### src/rtl/ddc_pkg.sv
package ddc_pkg;

    localparam int NUM_FLAGS = 4;
    localparam int FLAG_RXD  = 0;
    localparam int FLAG_TXR  = 1;
    localparam int FLAG_NAK  = 2;
    localparam int FLAG_STP  = 3;

    typedef enum logic [3:0] {
        LS_IDLE,
        LS_ADDR,
        LS_ADDR_ACK,
        LS_RX_BITS,
        LS_RX_ACK,
        LS_RX_HOLD,
        LS_TX_BITS,
        LS_TX_ACK,
        LS_TX_HOLD,
        LS_SKIP
    } link_state_t;

endpackage

### src/rtl/ddc_bus_sync.sv
module ddc_bus_sync #(
    parameter int STAGES = 2
) (
    input  logic clk,
    input  logic rst_n,
    input  logic scl_in,
    input  logic sda_in,
    output logic scl_lvl,
    output logic sda_lvl,
    output logic scl_rise,
    output logic scl_fall,
    output logic start_ev,
    output logic stop_ev
);

    logic [STAGES-1:0] scl_sh;
    logic [STAGES-1:0] sda_sh;
    logic              scl_q;
    logic              sda_q;

    generate
        if (STAGES == 1) begin : g_one
            always_ff @(posedge clk or negedge rst_n) begin
                if (!rst_n) begin
                    scl_sh <= '1;
                    sda_sh <= '1;
                end else begin
                    scl_sh <= scl_in;
                    sda_sh <= sda_in;
                end
            end
        end else begin : g_many
            always_ff @(posedge clk or negedge rst_n) begin
                if (!rst_n) begin
                    scl_sh <= '1;
                    sda_sh <= '1;
                end else begin
                    scl_sh <= {scl_sh[STAGES-2:0], scl_in};
                    sda_sh <= {sda_sh[STAGES-2:0], sda_in};
                end
            end
        end
    endgenerate

    always_ff @(posedge clk or negedge rst_n) begin
        if (!rst_n) begin
            scl_q <= 1'b1;
            sda_q <= 1'b1;
        end else begin
            scl_q <= scl_sh[STAGES-1];
            sda_q <= sda_sh[STAGES-1];
        end
    end

    assign scl_lvl  = scl_sh[STAGES-1];
    assign sda_lvl  = sda_sh[STAGES-1];
    assign scl_rise = scl_lvl & ~scl_q;
    assign scl_fall = ~scl_lvl & scl_q;
    assign start_ev = scl_lvl & scl_q & sda_q & ~sda_lvl;
    assign stop_ev  = scl_lvl & scl_q & ~sda_q & sda_lvl;

endmodule

### src/rtl/ddc_link_fsm.sv
module ddc_link_fsm
    import ddc_pkg::*;
#(
    parameter int DATA_W = 8,
    parameter int ADDR_W = 7
) (
    input  logic              clk,
    input  logic              rst_n,
    input  logic              scl_rise,
    input  logic              scl_fall,
    input  logic              sda_lvl,
    input  logic              start_ev,
    input  logic              stop_ev,
    input  logic [ADDR_W-1:0] own_addr,
    input  logic              nak_sel,
    input  logic              alt_mode,
    input  logic              rx_full,
    input  logic              tx_full,
    input  logic [DATA_W-1:0] tx_byte,
    output logic              rx_load,
    output logic [DATA_W-1:0] rx_byte,
    output logic              tx_take,
    output logic              nak_ev,
    output logic              scl_oe,
    output logic              sda_oe,
    output logic              idle
);

    localparam int               CNT_W    = $clog2(DATA_W + 1);
    localparam logic [CNT_W-1:0] FULL_CNT = CNT_W'(DATA_W);

    link_state_t       state;
    link_state_t       nxt;
    logic [CNT_W-1:0]  cnt;
    logic [DATA_W-1:0] shreg;
    logic              rw_q;
    logic              ack_q;
    logic              mack_hi;
    logic              byte_done;
    logic              addr_hit;
    logic              shift_in_st;

    assign byte_done   = (cnt == FULL_CNT);
    assign addr_hit    = (shreg[DATA_W-1 -: ADDR_W] == own_addr);
    assign shift_in_st = (state == LS_ADDR) || (state == LS_RX_BITS);

    // state register
    always_ff @(posedge clk or negedge rst_n) begin
        if (!rst_n) state <= LS_IDLE;
        else        state <= nxt;
    end

    // next state
    always_comb begin
        nxt = state;
        if (stop_ev) begin
            nxt = LS_IDLE;
        end else if (start_ev) begin
            nxt = alt_mode ? LS_IDLE : LS_ADDR;
        end else begin
            unique case (state)
                LS_IDLE:     nxt = LS_IDLE;
                LS_ADDR:     if (scl_fall && byte_done)
                                 nxt = addr_hit ? LS_ADDR_ACK : LS_SKIP;
                LS_ADDR_ACK: if (scl_fall)
                                 nxt = !rw_q ? LS_RX_BITS
                                     : (tx_full ? LS_TX_BITS : LS_TX_HOLD);
                LS_RX_BITS:  if (scl_fall && byte_done) nxt = LS_RX_ACK;
                LS_RX_ACK:   if (scl_fall)
                                 nxt = rx_full ? LS_RX_HOLD : LS_RX_BITS;
                LS_RX_HOLD:  if (!rx_full) nxt = LS_RX_BITS;
                LS_TX_BITS:  if (scl_fall && byte_done) nxt = LS_TX_ACK;
                LS_TX_ACK:   if (scl_fall)
                                 nxt = mack_hi ? LS_SKIP
                                     : (tx_full ? LS_TX_BITS : LS_TX_HOLD);
                LS_TX_HOLD:  if (tx_full) nxt = LS_TX_BITS;
                LS_SKIP:     nxt = LS_SKIP;
                default:     nxt = LS_IDLE;
            endcase
        end
    end

    // datapath: bit counter, shift register, captured bits
    always_ff @(posedge clk or negedge rst_n) begin
        if (!rst_n) begin
            cnt     <= '0;
            shreg   <= '0;
            rw_q    <= 1'b0;
            ack_q   <= 1'b0;
            mack_hi <= 1'b0;
        end else begin
            if (start_ev || stop_ev ||
                (nxt != state && (nxt == LS_ADDR || nxt == LS_RX_BITS || nxt == LS_TX_BITS)))
                cnt <= '0;
            else if (scl_rise && !byte_done && (shift_in_st || state == LS_TX_BITS))
                cnt <= cnt + CNT_W'(1);

            if (tx_take)
                shreg <= tx_byte;
            else if (scl_rise && !byte_done && shift_in_st)
                shreg <= {shreg[DATA_W-2:0], sda_lvl};
            else if (scl_fall && !byte_done && state == LS_TX_BITS)
                shreg <= {shreg[DATA_W-2:0], 1'b0};

            if (state == LS_ADDR && nxt == LS_ADDR_ACK) rw_q  <= shreg[0];
            if (state == LS_RX_BITS && nxt == LS_RX_ACK) ack_q <= !nak_sel;
            if (state == LS_TX_ACK && scl_rise)          mack_hi <= sda_lvl;
        end
    end

    // outputs
    always_comb begin
        rx_load = 1'b0;
        tx_take = 1'b0;
        nak_ev  = 1'b0;
        scl_oe  = 1'b0;
        sda_oe  = 1'b0;
        unique case (state)
            LS_ADDR_ACK: begin
                sda_oe  = 1'b1;
                tx_take = scl_fall && rw_q && tx_full;
            end
            LS_RX_ACK: begin
                sda_oe  = ack_q;
                rx_load = scl_fall && !rx_full;
            end
            LS_RX_HOLD: begin
                scl_oe  = 1'b1;
                rx_load = !rx_full;
            end
            LS_TX_BITS: sda_oe = !shreg[DATA_W-1];
            LS_TX_ACK: begin
                tx_take = scl_fall && !mack_hi && tx_full;
                nak_ev  = scl_fall && mack_hi;
            end
            LS_TX_HOLD: begin
                scl_oe  = 1'b1;
                tx_take = tx_full;
            end
            default: ;
        endcase
    end

    assign rx_byte = shreg;
    assign idle    = (state == LS_IDLE);

    assert_rx_release_R5: assert property (@(posedge clk) disable iff (!rst_n)
        (state == LS_RX_HOLD && !rx_full && !start_ev && !stop_ev) |=> !scl_oe);

    assert_rx_load_empty_R5: assert property (@(posedge clk) disable iff (!rst_n)
        rx_load |-> !rx_full);

    assert_tx_release_R7: assert property (@(posedge clk) disable iff (!rst_n)
        (state == LS_TX_HOLD && tx_full && !start_ev && !stop_ev) |=> !scl_oe);

    assert_tx_take_full_R6: assert property (@(posedge clk) disable iff (!rst_n)
        tx_take |-> tx_full);

endmodule

### src/rtl/ddc_slave_engine.sv
module ddc_slave_engine
    import ddc_pkg::*;
#(
    parameter int DATA_W      = 8,
    parameter int ADDR_W      = 7,
    parameter int SYNC_STAGES = 2
) (
    input  logic                 clk,
    input  logic                 rst_n,
    input  logic                 scl_in,
    input  logic                 sda_in,
    output logic                 scl_oe,
    output logic                 sda_oe,
    input  logic [ADDR_W-1:0]    own_addr,
    input  logic                 nak_sel,
    input  logic                 tx_wr,
    input  logic [DATA_W-1:0]    tx_data,
    input  logic                 rx_rd,
    output logic [DATA_W-1:0]    rx_data,
    input  logic [NUM_FLAGS-1:0] flag_clr,
    output logic [NUM_FLAGS-1:0] flags,
    input  logic [NUM_FLAGS-1:0] irq_en,
    output logic                 irq,
    input  logic                 mode_req,
    output logic                 mode_alt
);

    logic scl_lvl, sda_lvl, scl_rise, scl_fall, start_ev, stop_ev;
    logic rx_load, tx_take, nak_ev, idle;
    logic rx_full, tx_full;
    logic [DATA_W-1:0] rx_byte, rx_hold, tx_hold;
    logic [NUM_FLAGS-1:0] flag_set;

    ddc_bus_sync #(.STAGES(SYNC_STAGES)) u_sync (
        .clk      (clk),
        .rst_n    (rst_n),
        .scl_in   (scl_in),
        .sda_in   (sda_in),
        .scl_lvl  (scl_lvl),
        .sda_lvl  (sda_lvl),
        .scl_rise (scl_rise),
        .scl_fall (scl_fall),
        .start_ev (start_ev),
        .stop_ev  (stop_ev)
    );

    ddc_link_fsm #(.DATA_W(DATA_W), .ADDR_W(ADDR_W)) u_fsm (
        .clk      (clk),
        .rst_n    (rst_n),
        .scl_rise (scl_rise),
        .scl_fall (scl_fall),
        .sda_lvl  (sda_lvl),
        .start_ev (start_ev),
        .stop_ev  (stop_ev),
        .own_addr (own_addr),
        .nak_sel  (nak_sel),
        .alt_mode (mode_alt),
        .rx_full  (rx_full),
        .tx_full  (tx_full),
        .tx_byte  (tx_hold),
        .rx_load  (rx_load),
        .rx_byte  (rx_byte),
        .tx_take  (tx_take),
        .nak_ev   (nak_ev),
        .scl_oe   (scl_oe),
        .sda_oe   (sda_oe),
        .idle     (idle)
    );

    // holding registers
    always_ff @(posedge clk or negedge rst_n) begin
        if (!rst_n) begin
            rx_hold <= '0;
            rx_full <= 1'b0;
            tx_hold <= '0;
            tx_full <= 1'b0;
        end else begin
            if (rx_load) begin
                rx_hold <= rx_byte;
                rx_full <= 1'b1;
            end else if (rx_rd) begin
                rx_full <= 1'b0;
            end
            if (tx_wr) begin
                tx_hold <= tx_data;
                tx_full <= 1'b1;
            end else if (tx_take) begin
                tx_full <= 1'b0;
            end
        end
    end

    // sticky flags, write 1 to clear, set wins
    always_comb begin
        flag_set           = '0;
        flag_set[FLAG_RXD] = rx_load;
        flag_set[FLAG_TXR] = tx_take;
        flag_set[FLAG_NAK] = nak_ev;
        flag_set[FLAG_STP] = stop_ev;
    end

    always_ff @(posedge clk or negedge rst_n) begin
        if (!rst_n) flags <= '0;
        else        flags <= (flags & ~flag_clr) | flag_set;
    end

    // mode switch accepted only while idle with SCL released
    always_ff @(posedge clk or negedge rst_n) begin
        if (!rst_n)                mode_alt <= 1'b0;
        else if (idle && scl_lvl)  mode_alt <= mode_req;
    end

    assign rx_data = rx_hold;
    assign irq     = |(flags & irq_en);

    assert_sda_low_phase_R13: assert property (@(posedge clk) disable iff (!rst_n)
        !$stable(sda_oe) |-> !scl_lvl);

    assert_stop_sticky_R10: assert property (@(posedge clk) disable iff (!rst_n)
        ($past(flags[FLAG_STP]) && !$past(flag_clr[FLAG_STP])) |-> flags[FLAG_STP]);

    assert_mode_gate_R12: assert property (@(posedge clk) disable iff (!rst_n)
        !$stable(mode_alt) |-> $past(idle && scl_lvl));

endmodule

### config.mk
export PLATFORM = sky130hd
export DESIGN_NAME = ddc_slave_engine
export DESIGN_NICKNAME = d
export VERILOG_FILES = /design/src/rtl/ddc_pkg.sv /design/src/rtl/ddc_bus_sync.sv /design/src/rtl/ddc_link_fsm.sv /design/src/rtl/ddc_slave_engine.sv
export SDC_FILE = /design/constraint.sdc
export NUM_CORES = 1
export LEC_CHECK = 0
export BUFFER_PORTS_ARGS = -buffer_cell sky130_fd_sc_hd__buf_4
export CORE_UTILIZATION = 35
export DETAILED_ROUTE_END_ITERATION = 10
export HOLD_SLACK_MARGIN = 0.03
export PLACE_DENSITY = 0.63
export SLEW_MARGIN = 10
export SYNTH_ARGS = -nofsm -noshare
export SYNTH_HDL_FRONTEND = slang
export SYNTH_SLANG_ARGS = --single-unit
### constraint.sdc
create_clock -name clk -period 7.55 [get_ports clk]
set_input_delay 1.51 -clock clk [delete_from_list [all_inputs] [get_ports clk]]
set_output_delay 1.51 -clock clk [all_outputs]
set_load 0.03 [all_outputs]
==> impl_results.md <==
- Number of enable flip-flop cells after synthesis: 0
- First-pass GRT wire length: 10.70 mm
- Top cells by area, synth: dfrtp_1 39%, dfstp_2 5.8%, mux2_2 4.6%
- Post-route DRC: 0
- Power density over the cells: ~220 nW/um^2
- Post-Syn Area: between 2000 and 3000 um^2
- Final #Nets: 343
- CP arrival: 3.81 ns
- Die width: 90.00 um
- Total length of routed wires: 6.508 mm
- Net Switching: 253.4 uW
- Syn Nets: 306
- Top-count cell post-synth: dfrtp_1
- DP HPWL: 4.632 mm
- RSZ-0062 raised after global routing: no
- Crit share post-route: 47.67%
- Cell taking the most area after synthesis: dfrtp_1
- Layout Area Growth over Synthesis: 17.08%
- CTS tree: done
- Ys Warns: 0
- Row cnt: 31
- Sink Count: 48
- Post-CTS Setup Bufs: 0
- Sequential-to-total area share from yosys stat: 44.60%
- Worst-path fanout max: 4
- GRT Total Usage: about 16%
- Root buffer cell: clkbuf_8
- Final min period: 3.599 ns
- Routed vias: 2279
- Critical Path Start Type: primary input
- Setup_tns: 0 ns
- First-iteration detailed-routing DRC count: about 240
- Top cell type's share of synthesized area: 38.78%
- Hold Vio Cnt, Final: 0
- Max transition margin: 44.45%
- Peak supply drop: 0.2060 mV
- Routability cong.: 0.8709
- Slew Limit Fails: 0
- Share of cells above drive strength 1: 26.05%
- Sequential share of power: roughly 50%
- DR pass1 iterations: 5
- Synthesized netlist cell count: 273
- Asr flop ratio synth: 100.0%
- Post-synth top cells: 42 x dfrtp_1, 18 x nand2_1, 16 x a21oi_1, 16 x inv_1, 16 x nor2_1
- Vias in the first global route: around 2200
- Max-cap viol count: 0
- Die span in y: 90.00 um
- # fillers: 740
- Synth Area per Inst: 9.927 um^2
- I/O pin cnt: 47
- Die area: 8099 um^2
- Leakage: 1.355 nW
- Main flop type after synthesis: dfrtp_1
- DR vias/cell: 5.559
- Crit Path Class: in -> reg
- Clock-pin transition on the worst setup and hold timing paths: 0.09 ns
- Critical Path End Type: flip-flop
- TritonCTS Buffers: 5
- Later-pin clock latency in the skew report: 0.30 ns
- Core Region: between 7000 and 8000 um^2
- Diode count: 0
- Run status: complete, no violations
- Synth cell types: 59
- IO buf count: 46
- Worst Hold Class: reg -> reg
- Initial Util: between 30% and 40%
- Hold WS: 0.3612 ns
- Max Clk Rate: between 200 and 300 MHz
- Initial antenna violation count: 0
- Final Setup Violations: 0
- Post-route clock skew: 0.003085 ns
- H-tree Lvls: 2
- Switching Fraction: 35.78%
- Comb pwr share: 27.3%
- Routed len/inst: 15.87 um
- Maximum clock path buffer count: 2
- Final ANT Viol Nets: 0
- FF+latch count, synth: between 40 and 50
- GR Overflow Total: 0
- Critical path data required time: 7.76 ns
- Cts repair resizes: 0
- Post-CTS Hold Buffers: 0
- Int Power: 454.8 uW
- Pin count of the biggest net entering global routing: 49
- Clock network fraction of total power: 23.5%
- Slew @ Worst Pin: 0.8333 ns
cells by family (layout without fill, tap and decap cells):
| logic type | count (synthesis) | count (layout) | share of synthesized area (%) |
|---|---|---|---|
| AND/OR/NAND/NOR | 85 | 85 | 18.70 |
| AO/OA/AOI/OAI | 81 | 81 | 20.64 |
| flip-flops | 48 | 48 | 44.60 |
| buffers and inverters | 33 | 71 | 6.278 |
| multiplexers | 13 | 13 | 5.309 |
| XOR/XNOR | 11 | 11 | 3.555 |
| adder cells (fa/ha/maj) | 2 | 2 | 0.9232 |
layout make-up:
type	count	area, um^2	area share, %
Clock buffer	6	82.58	2.603
Clock inverter	2	13.76	0.4338
Inverter	16	60.06	1.893
Multi-Input combinational cell	192	1331	41.96
Sequential cell	48	1209	38.09
Tap cell	99	123.9	3.904
Timing Repair Buffer	47	352.8	11.12
per-layer routing:
layer  track usage, %  wire length (um)  vias to the layer above  part of all wire (%)
met5                0                 0                        -                     0
met3            2.876               352                       12                   5.4
li1                 -                 -                     1075                     -
met2            26.47              3074                       86                    47
met1            22.46              2966                     1106                    46
met4            5.780               115                        0                   1.8
power by group through the flow:
stage	registers (mW)	clock network (mW)	logic [mW]
floorplan	0.348	0	0.130
global placement	0.353	0	0.189
detailed placement	0.353	0	0.194
CTS	0.349	0.171	0.194
global route	0.355	0.181	0.214
finish	0.348	0.167	0.193
worst paths after layout:
check	from	end	slack, ns	cells after the start
setup / recovery	own_addr[4]	u_fsm.cnt[1]$_DFFE_PN0P_	3.95	8
hold / removal	u_sync.scl_sh[0]$_DFF_PN1_	u_sync.scl_sh[1]$_DFF_PN1_	0.36	0
setup reg to reg	u_fsm.state[2]$_DFF_PN0_	u_fsm.cnt[1]$_DFFE_PN0P_	4.49	7
hold reg to reg	u_sync.scl_sh[0]$_DFF_PN1_	u_sync.scl_sh[1]$_DFF_PN1_	0.36	0
max in group asynchronous	rst_n	flags[3]$_DFF_PN0_	5.93	1
min in group asynchronous	rst_n	tx_hold[1]$_DFFE_PN0P_	1.21	1
flip-flops by register name, indices dropped and copies added, names as in the netlist:
register / count
flags: 4
mode_alt: 1
rx_data: 8
rx_full: 1
tx_full: 1
tx_hold: 8
u_fsm.ack_q: 1
u_fsm.cnt: 4
u_fsm.mack_hi: 1
u_fsm.rw_q: 1
u_fsm.rx_byte: 8
u_fsm.state: 4
u_sync.scl_q: 1
u_sync.scl_sh: 2
u_sync.sda_q: 1
u_sync.sda_sh: 2
cells in the final DEF, fill, tap and decap left out, types with 4 or more instances in the layout:
cell type | Yosys | layout
a21oi_1 | 16 | 16
buf_4 | 1 | 47
nor4_1 | 4 | 4
nand3_1 | 6 | 6
nor2_1 | 16 | 16
o22ai_1 | 11 | 11
clkbuf_8 | 0 | 6
dfstp_2 | 6 | 6
xor2_1 | 9 | 9
nand2b_1 | 8 | 8
inv_1 | 16 | 16
and3_1 | 4 | 4
dfrtp_1 | 42 | 42
nand2_1 | 18 | 18
o21ai_0 | 13 | 13
nor3_1 | 4 | 4
mux2_2 | 11 | 11
a211oi_1 | 6 | 6
nand3b_1 | 7 | 7
worst max-delay path: stages:
cell and delay, ns:
buf_4 0.11, xor2_1 0.15, nor4_1 0.58, a21boi_0 0.24, or3_1 0.36, a2111oi_2 0.34, o311ai_1 0.23, a211oi_1 0.29
through the flow:
| step | setup WS (ns) | util (%) | std cells | power, mW | area, um^2 |
|---|---|---|---|---|---|
| global placement | 3.718 | 41.75 | 402 | 0.5421 | 3077 |
| detailed placement | 3.675 | 41.75 | 402 | 0.5468 | 3077 |
| global route | 3.769 | 43.06 | 410 | 0.7501 | 3173 |
| floorplan | 4.127 | - | 273 | 0.4784 | 2710 |
| finish | 3.951 | 43.06 | 410 | 0.7081 | 3173 |
| CTS | 3.976 | 43.06 | 410 | 0.7140 | 3173 |
(Power assumes the default switching activity.)
